==> config.mk <==
export PLATFORM = sky130hd
export DESIGN_NAME = otp_word_mem
export DESIGN_NICKNAME = d
export VERILOG_FILES = /design/src/rtl/otp_pkg.sv /design/src/rtl/otp_mode_dec.sv /design/src/rtl/otp_pulse_timer.sv /design/src/rtl/otp_array.sv /design/src/rtl/otp_word_mem.sv
export SDC_FILE = /design/constraint.sdc
export NUM_CORES = 1
export LEC_CHECK = 0
export ABC_CLOCK_PERIOD_IN_PS = 4700
export BUFFER_PORTS_ARGS = -buffer_cell sky130_fd_sc_hd__buf_2
export CAP_MARGIN = 20
export CORE_MARGIN = 10
export CORE_UTILIZATION = 45
export DETAILED_ROUTE_END_ITERATION = 6
export PLACE_DENSITY_LB_ADDON = 0.25
export SYNTH_ARGS = -nofsm -noshare
export SYNTH_HDL_FRONTEND = slang
export SYNTH_SLANG_ARGS = --single-unit
==> constraint.sdc <==
create_clock -name clk -period 4.7 [get_ports clk]
set_input_delay 1.41 -clock clk [delete_from_list [all_inputs] [get_ports clk]]
set_output_delay 1.41 -clock clk [all_outputs]
set_load 0.01 [all_outputs]
==> src/rtl/otp_pkg.sv <==
package otp_pkg;
  localparam int WORD_W = 16;
  localparam logic [WORD_W-1:0] ID_MAKER  = 16'h0020;
  localparam logic [WORD_W-1:0] ID_DEVICE = 16'h008C;
  localparam logic [WORD_W-1:0] ERASED    = '1;

  typedef enum logic [2:0] {
    M_STANDBY,
    M_INHIBIT,
    M_OFF,
    M_PROGRAM,
    M_READ,
    M_VERIFY,
    M_IDENT
  } otp_mode_e;
endpackage

==> src/rtl/otp_mode_dec.sv <==
module otp_mode_dec
  import otp_pkg::*;
(
  input  logic      ce_n,
  input  logic      oe_n,
  input  logic      prg_n,
  input  logic      vpp_hi,
  input  logic      a9_hi,
  output otp_mode_e mode
);
  always_comb begin
    if (ce_n)                 mode = vpp_hi ? M_INHIBIT : M_STANDBY;
    else if (vpp_hi && !prg_n) mode = M_PROGRAM;
    else if (oe_n || !prg_n)  mode = M_OFF;
    else if (vpp_hi)          mode = M_VERIFY;
    else if (a9_hi)           mode = M_IDENT;
    else                      mode = M_READ;
  end
endmodule

==> src/rtl/otp_pulse_timer.sv <==
module otp_pulse_timer #(
  parameter int PULSE_MIN = 9500,
  parameter int AW        = 4,
  parameter int DW        = 16,
  localparam int CW       = $clog2(PULSE_MIN + 1)
) (
  input  logic          clk,
  input  logic          rst,
  input  logic          active,
  input  logic          hold_ok,
  input  logic          prg_n,
  input  logic [AW-1:0] addr,
  input  logic [DW-1:0] din,
  output logic          commit,
  output logic [AW-1:0] c_addr,
  output logic [DW-1:0] c_data
);
  logic [CW-1:0] cnt_q;
  logic          low_q;

  always_ff @(posedge clk) begin
    if (rst) begin
      cnt_q  <= '0;
      low_q  <= 1'b0;
      c_addr <= '0;
      c_data <= '0;
    end else begin
      low_q <= active;
      if (active) begin
        if (cnt_q != CW'(PULSE_MIN)) cnt_q <= cnt_q + 1'b1;
        c_addr <= addr;
        c_data <= din;
      end else begin
        cnt_q <= '0;
      end
    end
  end

  assign commit = low_q && !active && prg_n && hold_ok && (cnt_q == CW'(PULSE_MIN));
endmodule

==> src/rtl/otp_array.sv <==
module otp_array
  import otp_pkg::*;
#(
  parameter int DEPTH      = 16,
  parameter int FLT_PULSES = 3,
  localparam int AW        = $clog2(DEPTH)
) (
  input  logic              clk,
  input  logic              rst,
  input  logic              erase,
  input  logic              wr_en,
  input  logic [AW-1:0]     wr_addr,
  input  logic [WORD_W-1:0] wr_data,
  input  logic              flt_en,
  input  logic [AW-1:0]     rd_addr,
  output logic [WORD_W-1:0] rd_data
);
  logic [WORD_W-1:0] mem [DEPTH];
  logic              do_wr;

  generate
    if (FLT_PULSES > 1) begin : g_fault
      localparam int HW = $clog2(FLT_PULSES);
      logic [HW-1:0] hits [DEPTH];
      logic          sel;
      logic          last;
      assign sel   = flt_en && wr_addr[0];
      assign last  = (hits[wr_addr] == HW'(FLT_PULSES - 1));
      assign do_wr = wr_en && (!sel || last);
      always_ff @(posedge clk) begin
        if (rst || erase) begin
          for (int i = 0; i < DEPTH; i++) hits[i] <= '0;
        end else if (wr_en && sel) begin
          hits[wr_addr] <= last ? '0 : hits[wr_addr] + 1'b1;
        end
      end
    end else begin : g_plain
      logic unused_flt;
      assign unused_flt = flt_en;
      assign do_wr      = wr_en;
    end
  endgenerate

  always_ff @(posedge clk) begin
    if (rst || erase) begin
      for (int i = 0; i < DEPTH; i++) mem[i] <= ERASED;
    end else if (do_wr) begin
      mem[wr_addr] <= mem[wr_addr] & wr_data;
    end
  end

  assign rd_data = mem[rd_addr];
endmodule

==> src/rtl/otp_word_mem.sv <==
module otp_word_mem
  import otp_pkg::*;
#(
  parameter int DEPTH      = 16,
  parameter int PULSE_MIN  = 9500,
  parameter int FLT_PULSES = 3,
  localparam int AW        = $clog2(DEPTH)
) (
  input  logic              clk,
  input  logic              rst,
  input  logic              ce_n,
  input  logic              oe_n,
  input  logic              prg_n,
  input  logic              vpp_hi,
  input  logic              a9_hi,
  input  logic [AW-1:0]     addr,
  input  logic [WORD_W-1:0] din,
  input  logic              erase,
  input  logic              flt_en,
  output logic [WORD_W-1:0] dout,
  output logic              dout_oe
);
  otp_mode_e         mode;
  logic              commit;
  logic [AW-1:0]     c_addr;
  logic [WORD_W-1:0] c_data;
  logic [WORD_W-1:0] rd_data;
  logic [WORD_W-1:0] word;
  logic              drive;

  otp_mode_dec u_dec (
    .ce_n(ce_n), .oe_n(oe_n), .prg_n(prg_n),
    .vpp_hi(vpp_hi), .a9_hi(a9_hi), .mode(mode)
  );

  otp_pulse_timer #(.PULSE_MIN(PULSE_MIN), .AW(AW), .DW(WORD_W)) u_tmr (
    .clk(clk), .rst(rst),
    .active(mode == M_PROGRAM),
    .hold_ok(vpp_hi && !ce_n),
    .prg_n(prg_n), .addr(addr), .din(din),
    .commit(commit), .c_addr(c_addr), .c_data(c_data)
  );

  otp_array #(.DEPTH(DEPTH), .FLT_PULSES(FLT_PULSES)) u_arr (
    .clk(clk), .rst(rst), .erase(erase),
    .wr_en(commit), .wr_addr(c_addr), .wr_data(c_data),
    .flt_en(flt_en), .rd_addr(addr), .rd_data(rd_data)
  );

  always_comb begin
    drive = (mode == M_READ) || (mode == M_VERIFY) || (mode == M_IDENT);
    if (mode == M_IDENT) word = addr[0] ? ID_DEVICE : ID_MAKER;
    else                 word = rd_data;
  end

  always_ff @(posedge clk) begin
    if (rst) begin
      dout    <= '0;
      dout_oe <= 1'b0;
    end else begin
      dout_oe <= drive;
      dout    <= drive ? word : '0;
    end
  end
endmodule

==> run summary <==
RUN STATUS
---------------------------------------------------------------------------------
Outcome ............................................................    completed

CLOCKING
---------------------------------------------------------------------------------
Maximum clock path buffer count ....................................            3
Setup repair bufs after CTS ........................................            0
CTS tree ...........................................................         done
Latest clock arrival within the worst-skew pair ....................      0.53 ns
Maximum level of the CTS H-tree ....................................            2
Number of sinks driven by the clock tree ...........................          344
Number of cells upsized or downsized after cts .....................            0
Clock slew seen by the registers of the worst setup and hold paths .      0.06 ns
Root Driver ........................................................ sky130_fd_sc_hd__clkbuf_16
CTS Hold Buffers Added .............................................            0
TritonCTS buffer count .............................................           38

PLACED DESIGN
---------------------------------------------------------------------------------
Total placed instance area .........................................   17580 um^2
Placer's final routability congestion estimate .....................       0.8668
Final HPWL from detailed placement .................................     31170 um
Setup slack after placement ........................................    0.7116 ns
Port bufs ..........................................................           45

POWER AND IR DROP
---------------------------------------------------------------------------------
Post-layout power ..................................................     6.867 mW
Peak supply drop ...................................................    0.1949 mV
Power per unit of standard cell area ............................... 363.3 nW/um^2
Static power due to leakage ........................................     5.122 nW

HOLD PATH
---------------------------------------------------------------------------------
Hold Path Depth ....................................................            2
Worst hold path type ............................................... flop to flop

DIE
---------------------------------------------------------------------------------
Width of the die ...................................................     212.9 um
Initial core utilization ...........................................       45.63%
Placeable core area ................................................   36700 um^2
Die area ...........................................................   45320 um^2
# rows .............................................................           70
Y dimension of the die .............................................     212.9 um
# IOs ..............................................................           46

ROUTING
---------------------------------------------------------------------------------
Number of vias per cell ............................................        6.250
Wire length per cell ...............................................     28.30 um
Number of DRC violations after detailed routing ....................            0
Routed Antenna Nets ................................................            0
Count of vias placed by the detailed router ........................       10.60k
Drt initial violations .............................................         1107
First-pass detailed-route iteration total ..........................            5
Total Routed Length ................................................     48000 um

GRT
---------------------------------------------------------------------------------
Wire length of the first global-routing pass .......................     71380 um
Pin count of the biggest net entering global routing ...............           54
Number of global-route vias before repair ..........................       10.75k
Total routing resource utilization after global routing ............       21.50%
Number of antenna violations at the first check in global routing ..            0
Overflow left after global routing .................................            0

SYNTH
---------------------------------------------------------------------------------
Number of enable-type register cells in the synthesized netlist ....          288
Mean instance size in the synthesized netlist ......................   14.62 um^2
Register bit count reported by yosys ...............................          344
Ys flop type ....................................................... sky130_fd_sc_hd__edfxtp_1
Share of synthesized registers carrying an async set or reset ......           0%
Post-synth design cell area ........................................   16740 um^2
Dominant cells by area after synthesis ............................. sky130_fd_sc_hd__edfxtp_1 52%, sky130_fd_sc_hd__mux4_2 23%, sky130_fd_sc_hd__dfxtp_1 6.7%, sky130_fd_sc_hd__nand2_1 4.4%, sky130_fd_sc_hd__nand3_1 4.0%
Post-synth top area cell ........................................... sky130_fd_sc_hd__edfxtp_1
Post-synth top area share ..........................................       51.65%
Synth warnings .....................................................            0
Number of unique standard cell types used by synthesis .............           42
Count of mapped cells out of synthesis .............................         1145
Portion of the post-synthesis area used by sequential elements .....       58.35%

CELLS AND AREA
---------------------------------------------------------------------------------
Number of nets in the layout .......................................         1230
Share of the core filled with cells in the final layout ............       51.50%
Design Area, Final .................................................   18900 um^2
Number of antenna diodes ...........................................            0
Synthesis-to-layout area growth ....................................       12.87%
Fraction of layout cells with a size suffix above 1 ................       30.62%
Fill cell count ....................................................         3051
Total area of sequential cells .....................................    9774 um^2
Area taken by multi-input logic gates ..............................    6420 um^2

CRITICAL PATH
---------------------------------------------------------------------------------
Critical path type ................................................. input port to flop
Startpoint types ...................................................   input port
Arr. time, crit path ...............................................      3.68 ns
Depth of the most critical reg-to-reg path .........................            6
Critical Path Slowest Stage Cell ................................... sky130_fd_sc_hd__or4_1
Crit path largest cell delay .......................................      0.66 ns
Crit path required time ............................................      4.91 ns
Worst-path maximum fanout ..........................................            9
Nature of the critical path endpoint ...............................         flop
Crit path cell chain ............................................... buf_2, nand2b_1, or4b_4, or4_1, nor2_4, a21o_1, buf_4

TIMING
---------------------------------------------------------------------------------
Max-slew violations ................................................            0
Setup repair after global routing missed its margin ................           no
Hold Vio Cnt, Final ................................................            0
Final clock period utilization by the worst path ...................       73.75%
Worst slew slack as a fraction of its limit ........................       33.05%
Final setup slack of the worst path ................................     1.234 ns
Worst clock skew on the final layout ...............................   0.02665 ns
Worst slew pin tran ................................................     1.004 ns
Total negative slack for setup checks ..............................         0 ns
Post-layout min period .............................................     3.466 ns
Final setup violation count ........................................            0
Upper clock frequency limit ........................................    288.5 MHz

RUN
---------------------------------------------------------------------------------
Count of max-cap constraint violations .............................            0

-- per-layer routing --
layer	wire length, um	part of all wire (%)	track usage [%]
met5	0	0	0
met4	1192	2.5	6.130
met2	23430	49	35.28
met1	19040	40	28.39
met3	4344	9.0	4.501
-- sequential cells by signal, summed over array words and instances, names as in the netlist, named ones only --
name / count
u_tmr.c_data: 16
dout_oe: 1
u_tmr.cnt_q: 14
u_arr.mem: 256
u_tmr.c_addr: 4
dout: 16
u_tmr.low_q: 1
u_arr.g_fault.hits: 32
-- final cells by class --
type | instances | share of cell area, %
clock buffers | 48 | 5.681
multi-input cells | 693 | 33.97
repair buffers | 108 | 3.972
flip-flops and latches | 344 | 51.72
inverters | 14 | 0.2781
clock inverters | 21 | 1.278
well taps | 468 | 3.099
-- cell usage in the layout (no fill, tap or decap), types with 3 or more instances in the layout --
cell / n
sky130_fd_sc_hd__nand2_1: 197
sky130_fd_sc_hd__and2_1: 3
sky130_fd_sc_hd__mux4_2: 168
sky130_fd_sc_hd__clkbuf_8: 6
sky130_fd_sc_hd__clkbuf_16: 39
sky130_fd_sc_hd__buf_12: 4
sky130_fd_sc_hd__clkinv_2: 8
sky130_fd_sc_hd__dfxtp_1: 54
sky130_fd_sc_hd__inv_1: 13
sky130_fd_sc_hd__conb_1: 16
sky130_fd_sc_hd__nor2_4: 6
sky130_fd_sc_hd__xor2_1: 8
sky130_fd_sc_hd__and3_1: 17
sky130_fd_sc_hd__nand2_2: 15
sky130_fd_sc_hd__nand3_1: 135
sky130_fd_sc_hd__nand4_1: 7
sky130_fd_sc_hd__a21o_1: 8
sky130_fd_sc_hd__bufinv_16: 5
sky130_fd_sc_hd__and2_0: 4
sky130_fd_sc_hd__buf_4: 60
sky130_fd_sc_hd__buf_2: 44
sky130_fd_sc_hd__nor2_1: 33
sky130_fd_sc_hd__clkinv_1: 5
sky130_fd_sc_hd__edfxtp_1: 288
sky130_fd_sc_hd__nor2b_1: 6
sky130_fd_sc_hd__a21oi_1: 23
sky130_fd_sc_hd__nand2b_1: 11
sky130_fd_sc_hd__xnor2_1: 4
-- logic make-up (layout without fill, tap and decap cells) --
group	Yosys count	count (layout)	share of synthesized area (%)
buffers and inverters	123	191	3.826
multiplexers	168	168	22.60
AND/OR/NAND/NOR	458	458	13.15
XOR/XNOR	12	12	0.6277
adder cells (fa/ha/maj)	2	2	0.1494
AO/OA/AOI/OAI	37	37	1.278
flip-flops	344	344	58.35
other	1	16	0.02240
-- path summary, 6_finish.rpt --
kind | startpoint | end | slack [ns]
max | ce_n | u_arr.mem[5][0] | 1.23
min reg2reg | u_tmr.c_data[13] | u_tmr.c_data[13] | 0.47
min | u_tmr.c_data[13] | u_tmr.c_data[13] | 0.47
max reg2reg | u_tmr.cnt_q[10] | u_arr.mem[5][0] | 1.45
-- through the flow --
step,hold slack [ns],std cells
6_report,0.4676,1696
5_1_grt,0.4864,1696
4_1_cts,0.4728,1696
3_5_place_dp,0.4644,1627
3_3_place_gp,0.4569,1626
2_1_floorplan,0.4366,1160
-- synth_stat cells (3+ instances only) --
master                       n
sky130_fd_sc_hd__a21o_1      8
sky130_fd_sc_hd__a21oi_1    23
sky130_fd_sc_hd__and2_0      4
sky130_fd_sc_hd__and2_1      3
sky130_fd_sc_hd__and3_1     17
sky130_fd_sc_hd__buf_1       4
sky130_fd_sc_hd__buf_2      35
sky130_fd_sc_hd__buf_4      20
sky130_fd_sc_hd__buf_6       8
sky130_fd_sc_hd__clkbuf_1   42
sky130_fd_sc_hd__dfxtp_1    56
sky130_fd_sc_hd__edfxtp_1  288
sky130_fd_sc_hd__inv_1      13
sky130_fd_sc_hd__mux4_2    168
sky130_fd_sc_hd__nand2_1   197
sky130_fd_sc_hd__nand2_2    15
sky130_fd_sc_hd__nand2b_1   11
sky130_fd_sc_hd__nand3_1   135
sky130_fd_sc_hd__nand4_1     7
sky130_fd_sc_hd__nor2_1     35
sky130_fd_sc_hd__nor2_4      6
sky130_fd_sc_hd__nor2b_1     8
sky130_fd_sc_hd__o21ai_0     3
sky130_fd_sc_hd__xnor2_1     4
sky130_fd_sc_hd__xor2_1      8
-- worst max-delay path, delay by kind of cell --
family | cells | cell delay, ns
and+or+nand+nor | 4 | 1.56
AOI/OAI and AO/OA | 1 | 0.32
buffers and inverters | 2 | 0.37
-- report_power, final --
group | switching (mW) | internal [mW]
clock | 1.23 | 1.90
sequential | 0.0217 | 3.33
combinational | 0.274 | 0.121
total | 1.52 | 5.34
(Power assumes the default switching activity.)
